File: config.mk
export PLATFORM = sky130hd
export DESIGN_NAME = junction_sequencer
export DESIGN_NICKNAME = d
export VERILOG_FILES = /design/src/rtl/js_pkg.sv /design/src/rtl/js_phase_timer.sv /design/src/rtl/js_sequencer.sv /design/src/rtl/js_lamp_driver.sv /design/src/rtl/junction_sequencer.sv
export SDC_FILE = /design/constraint.sdc
export NUM_CORES = 1
export LEC_CHECK = 0
export ABC_CLOCK_PERIOD_IN_PS = 1950
export BUFFER_PORTS_ARGS = -buffer_cell sky130_fd_sc_hd__buf_2
export CAP_MARGIN = 0
export CORE_MARGIN = 2
export CORE_UTILIZATION = 46
export CTS_BUF_LIST = sky130_fd_sc_hd__clkbuf_16
export CTS_CLUSTER_SIZE = 16
export DETAILED_ROUTE_END_ITERATION = 6
export PLACE_DENSITY_LB_ADDON = 0.05
export SLEW_MARGIN = 20
export SYNTH_ARGS = -nofsm -noshare
export SYNTH_HDL_FRONTEND = slang
export SYNTH_HIERARCHICAL = 1
export SYNTH_SLANG_ARGS = --single-unit
export TNS_END_PERCENT = 100
File: constraint.sdc
create_clock -name clk -period 1.95 [get_ports clk]
set_input_delay 0.2925 -clock clk [delete_from_list [all_inputs] [get_ports clk]]
set_output_delay 0.2925 -clock clk [all_outputs]
set_load 0.02 [all_outputs]
File: src/rtl/js_pkg.sv
package js_pkg;
  localparam int ROADS = 4;

  typedef logic [1:0] road_t;

  typedef enum logic {
    PH_GO      = 1'b0,
    PH_CAUTION = 1'b1
  } phase_t;
endpackage

File: src/rtl/js_phase_timer.sv
module js_phase_timer #(
  parameter int W = 5
) (
  input  logic         clk,
  input  logic         rst,
  input  logic         load,
  input  logic [W-1:0] load_val,
  output logic         expired
);
  logic [W-1:0] cnt;

  always_ff @(posedge clk) begin
    if (rst)              cnt <= '0;
    else if (load)        cnt <= load_val;
    else if (cnt != '0)   cnt <= cnt - 1'b1;
  end

  assign expired = (cnt == '0);
endmodule

File: src/rtl/js_sequencer.sv
module js_sequencer
  import js_pkg::*;
#(
  parameter int W            = 5,
  parameter int GREEN_SHORT  = 8,
  parameter int GREEN_LONG   = 16,
  parameter int YELLOW_SHORT = 3,
  parameter int YELLOW_LONG  = 5
) (
  input  logic         clk,
  input  logic         rst,
  input  logic         heavy,
  input  logic         expired,
  output logic         load,
  output logic [W-1:0] load_val,
  output logic         nxt_run,
  output road_t        nxt_road,
  output phase_t       nxt_phase
);
  localparam logic [W-1:0] GS_M1 = W'(GREEN_SHORT - 1);
  localparam logic [W-1:0] GL_M1 = W'(GREEN_LONG - 1);
  localparam logic [W-1:0] YS_M1 = W'(YELLOW_SHORT - 1);
  localparam logic [W-1:0] YL_M1 = W'(YELLOW_LONG - 1);

  logic   run_q;
  road_t  road_q;
  phase_t phase_q;
  logic [W-1:0] go_len, caution_len;

  assign go_len      = heavy ? GL_M1 : GS_M1;
  assign caution_len = heavy ? YL_M1 : YS_M1;

  always_comb begin
    nxt_run   = run_q;
    nxt_road  = road_q;
    nxt_phase = phase_q;
    load      = 1'b0;
    load_val  = '0;
    if (rst) begin
      nxt_run   = 1'b0;
      nxt_road  = '0;
      nxt_phase = PH_GO;
    end else if (!run_q) begin
      nxt_run   = 1'b1;
      nxt_road  = '0;
      nxt_phase = PH_GO;
      load      = 1'b1;
      load_val  = go_len;
    end else if (expired) begin
      load = 1'b1;
      if (phase_q == PH_GO) begin
        nxt_phase = PH_CAUTION;
        load_val  = caution_len;
      end else begin
        nxt_phase = PH_GO;
        nxt_road  = road_q + 2'd1;
        load_val  = go_len;
      end
    end
  end

  always_ff @(posedge clk) begin
    if (rst) begin
      run_q   <= 1'b0;
      road_q  <= '0;
      phase_q <= PH_GO;
    end else begin
      run_q   <= nxt_run;
      road_q  <= nxt_road;
      phase_q <= nxt_phase;
    end
  end
endmodule

File: src/rtl/js_lamp_driver.sv
module js_lamp_driver
  import js_pkg::*;
(
  input  logic             clk,
  input  logic             rst,
  input  logic             nxt_run,
  input  road_t            nxt_road,
  input  phase_t           nxt_phase,
  output logic [ROADS-1:0] red,
  output logic [ROADS-1:0] yel,
  output logic [ROADS-1:0] grn,
  output logic [ROADS-1:0] walk
);
  logic [ROADS-1:0] served;

  for (genvar i = 0; i < ROADS; i++) begin : g_sel
    assign served[i] = nxt_run && (nxt_road == road_t'(i));
  end

  always_ff @(posedge clk) begin
    if (rst) begin
      red  <= '1;
      yel  <= '0;
      grn  <= '0;
      walk <= '0;
    end else begin
      red  <= ~served;
      grn  <= (nxt_phase == PH_GO)      ? served : '0;
      yel  <= (nxt_phase == PH_CAUTION) ? served : '0;
      walk <= (nxt_phase == PH_CAUTION) ? served : '0;
    end
  end
endmodule

File: src/rtl/junction_sequencer.sv
module junction_sequencer
  import js_pkg::*;
#(
  parameter int GREEN_SHORT  = 8,
  parameter int GREEN_LONG   = 16,
  parameter int YELLOW_SHORT = 3,
  parameter int YELLOW_LONG  = 5
) (
  input  logic       clk,
  input  logic       rst,
  input  logic       heavy_traffic,
  output logic [3:0] red_o,
  output logic [3:0] yellow_o,
  output logic [3:0] green_o,
  output logic [3:0] walk_o
);
  localparam int MAX_G = (GREEN_LONG > GREEN_SHORT) ? GREEN_LONG : GREEN_SHORT;
  localparam int MAX_Y = (YELLOW_LONG > YELLOW_SHORT) ? YELLOW_LONG : YELLOW_SHORT;
  localparam int MAX_D = (MAX_G > MAX_Y) ? MAX_G : MAX_Y;
  localparam int CW    = $clog2(MAX_D + 1);

  logic          load, expired, nxt_run;
  logic [CW-1:0] load_val;
  road_t         nxt_road;
  phase_t        nxt_phase;

  js_phase_timer #(.W(CW)) u_timer (
    .clk(clk), .rst(rst), .load(load), .load_val(load_val), .expired(expired)
  );

  js_sequencer #(
    .W(CW), .GREEN_SHORT(GREEN_SHORT), .GREEN_LONG(GREEN_LONG),
    .YELLOW_SHORT(YELLOW_SHORT), .YELLOW_LONG(YELLOW_LONG)
  ) u_seq (
    .clk(clk), .rst(rst), .heavy(heavy_traffic), .expired(expired),
    .load(load), .load_val(load_val),
    .nxt_run(nxt_run), .nxt_road(nxt_road), .nxt_phase(nxt_phase)
  );

  js_lamp_driver u_lamps (
    .clk(clk), .rst(rst), .nxt_run(nxt_run), .nxt_road(nxt_road),
    .nxt_phase(nxt_phase),
    .red(red_o), .yel(yellow_o), .grn(green_o), .walk(walk_o)
  );
endmodule

==> results.sh <==
export IMPL_initial_core_util_pct=49.9
export IMPL_grt_overflow=0
export IMPL_grt_pass1_wl_um=2460
export IMPL_maxCapViolCount=0
export IMPL_setup_viol_count_final=0
export IMPL_fin_skew_ps=1.09
export IMPL_hold_end="u_seq/run_q$_SDFF_PP0_"
export IMPL_drive_gt1_share_pct=35.8
export IMPL_cp_start_kind="register"
export IMPL_ys_ff_latch=21
export IMPL_irDropWorstVdd_v=0.000634
export IMPL_first_pass_iters=4
export IMPL_final_max_slew_viol_count=0
export IMPL_p_leak_nw=0.507
export IMPL_regToRegStartpoint="u_timer/cnt[1]$_SDFFE_PP0P_"
export IMPL_path_max_fanout=4
export IMPL_rows=15
export IMPL_worstPathArrival_ps=2030
export IMPL_period_minus_slack_ps=1860
export IMPL_insertedDiodeCount=0
export IMPL_drtIter0Drc=14
export IMPL_crit_path_end_kind="register"
export IMPL_crit_required_ps=2130
export IMPL_design_area_sq_um=1160
export IMPL_io_pins=19
export IMPL_hold_violations=0
export IMPL_ff2ff_path_depth=7
export IMPL_io_buffers=18
export IMPL_hold_ws_ps=355
export IMPL_dpl_hpwl_um=1190
export IMPL_drc=0
export IMPL_grt_pass1_vias=578
export IMPL_die_y_um=47.8
export IMPL_via_count=724
export IMPL_dpl_instance_area_sq_um=1040
export IMPL_synth_nets=102
export IMPL_postRouteAntennaNets=0
export IMPL_rsz0062_at_grt="false"
export IMPL_cts_hold_buf=0
export IMPL_wl_per_cell_um=11.2
export IMPL_synth_cell_types=31
export IMPL_htreeDepth=1
export IMPL_core_sq_um=1760
export IMPL_cts_buffer_depth=2
export IMPL_area_delta_synth_final_pct=31.3
export IMPL_numClockSinks=21
export IMPL_die_area_sq_um=2280
export IMPL_status="complete, no violations"
export IMPL_nNetsFinal=129
export IMPL_grt_use_total_pct=15.3
export IMPL_ys_seq_area_share_pct=47.7
export IMPL_path_class="register to register"
export IMPL_synth_warnings=6
export IMPL_total_power_mw=1.50
export IMPL_totalWireLength_um=1650
export IMPL_syn_area_sq_um=881
export IMPL_clockRootBuffer="clkbuf_16"
export IMPL_gp_congestion=0.820
export IMPL_grt_max_degree=17
export IMPL_min_delay_start="rst"
export IMPL_hp_class="primary input to register"
export IMPL_whs_path_depth=2
export IMPL_via_per_inst=4.89
export IMPL_antenna_found_initial=0
export IMPL_die_x_um=47.8
export IMPL_clk_latency_ps=250
export IMPL_r2r_end="u_lamps/grn[0]$_SDFF_PP0_"
export IMPL_path_clk_slew_ps=60
export IMPL_post_route_util_pct=65.5
export IMPL_syn_inst=97
export IMPL_setup_tns_ps=0
export IMPL_cts_tree="done"
export IMPL_syn_area_per_cell_sq_um=9.08
export IMPL_powerDensity_nw_per_um2=1300
export IMPL_numCtsBuffers=3
export IMPL_reg2reg_slack_ps=90
export IMPL_final_period_utilization_pct=95.2
export IMPL_max_freq_mhz=538
[registers in the layout, indices dropped and copies added (netlist names)]
signal / cells
u_lamps/grn: 4
u_lamps/red: 4
u_lamps/yel: 4
u_seq/phase_q: 1
u_seq/road_q: 2
u_seq/run_q: 1
u_timer/cnt: 5
[cells in the mapped netlist]
cell | number | area, sq um
a211oi_1 | 1 | 7.51
nand3b_1 | 2 | 15.0
o221ai_1 | 1 | 8.76
nand2b_1 | 4 | 25.0
nor2b_1 | 1 | 6.26
conb_1 | 1 | 3.75
xnor2_1 | 1 | 8.76
nor2_1 | 12 | 45.0
nand3_1 | 3 | 15.0
nand4_1 | 1 | 6.26
nor3_2 | 1 | 10.0
nand2_1 | 7 | 26.3
buf_4 | 5 | 37.5
and3_1 | 2 | 12.5
and4_2 | 1 | 10.0
a21oi_1 | 6 | 30.0
inv_1 | 10 | 37.5
dfxtp_1 | 21 | 420
nor4_2 | 1 | 12.5
o211ai_1 | 1 | 7.51
nor4b_4 | 1 | 23.8
or3_1 | 1 | 6.26
inv_2 | 1 | 3.75
xor2_1 | 2 | 17.5
ha_1 | 2 | 25.0
nor3_1 | 2 | 10.0
o21ai_0 | 2 | 10.0
a311o_1 | 1 | 10.0
or3b_4 | 1 | 11.3
a311oi_1 | 1 | 8.76
o311ai_0 | 1 | 8.76
[metrics by stage]
step / std cells / worst slack, ps
detailed placement: 142 / 92.8
CTS: 146 / 84.5
finish: 148 / 92.7
global route: 148 / 5.66
floorplan: 97 / 9.39
global placement: 142 / 107
[power breakdown]
group | internal (mW) | switching (mW) | total (mW)
registers | 0.484 | 0.0590 | 0.543
clock network | 0.277 | 0.156 | 0.433
logic | 0.272 | 0.255 | 0.527
[what timing repair did]
action | 4_1_cts | 5_1_grt
resized for setup | 0 | 4
setup endpoints to repair | 0 | 8
hold endpoints to repair | 0 | 0
buffers inserted | 0 | 2
[routing by layer]
layer	vias to the layer above	global-route usage (%)	wire (um)
met2	20	21.1	706
met3	2	2.26	87
met4	0	8.11	9
li1	377	-	-
met1	325	22.8	851
met5	-	0	0
[worst max path at each step]
stage                                start                          end  slack [ps]  cells after the start
3_3_place_gp   u_timer/cnt[1]$_SDFFE_PP0P_  u_timer/cnt[1]$_SDFFE_PP0P_         110                      9
3_5_place_dp   u_timer/cnt[1]$_SDFFE_PP0P_  u_timer/cnt[1]$_SDFFE_PP0P_          90                      9
5_1_grt        u_timer/cnt[1]$_SDFFE_PP0P_  u_timer/cnt[1]$_SDFFE_PP0P_           6                      9
2_1_floorplan  u_timer/cnt[1]$_SDFFE_PP0P_    u_lamps/grn[0]$_SDFF_PP0_           9                      7
4_1_cts        u_timer/cnt[1]$_SDFFE_PP0P_  u_timer/cnt[1]$_SDFFE_PP0P_          80                      9
6_report       u_timer/cnt[1]$_SDFFE_PP0P_    u_lamps/grn[0]$_SDFF_PP0_          90                      7
[critical path, cell delays in order (launching register included)]
cell and delay [ps]:
dfxtp_1 320, inv_1 90, ha_4 150, nor4b_4 230, ha_1 290, and3_1 180, or3b_4 400, nor3_2 120
[placed cells by master (no fill, tap or decap), types with 2 or more instances in the layout]
cell type	count
a21oi_1	5
buf_4	8
nor2_2	2
nor2_1	10
clkbuf_16	3
inv_2	2
nand3b_1	2
dfxtp_1	20
nor3_1	2
buf_2	18
o21ai_0	2
nand3_1	3
nand2b_1	4
inv_1	9
nand2_1	7
and3_1	2
[final cells by class]
cell class	instances	area [sq um]
sequential	21	422
inverter	11	41.3
clock inverter	1	7.51
multi-input combinational	60	418
fill	163	608
timing repair buffer	27	161
clock buffer	3	75.1
tap	25	31.3
[cells by family (layout without fill, tap and decap cells)]
group	Yosys count	after routing	synth area share [%]
AO/OA/AOI/OAI	14	14	10.4
XOR/XNOR	3	3	2.98
adder cells (fa/ha/maj)	2	2	2.84
buffers and inverters	16	42	8.95
flip-flops	21	21	47.7
other	1	1	0.426
AND/OR/NAND/NOR	40	40	26.7
Power figures use the tool's default switching activity.
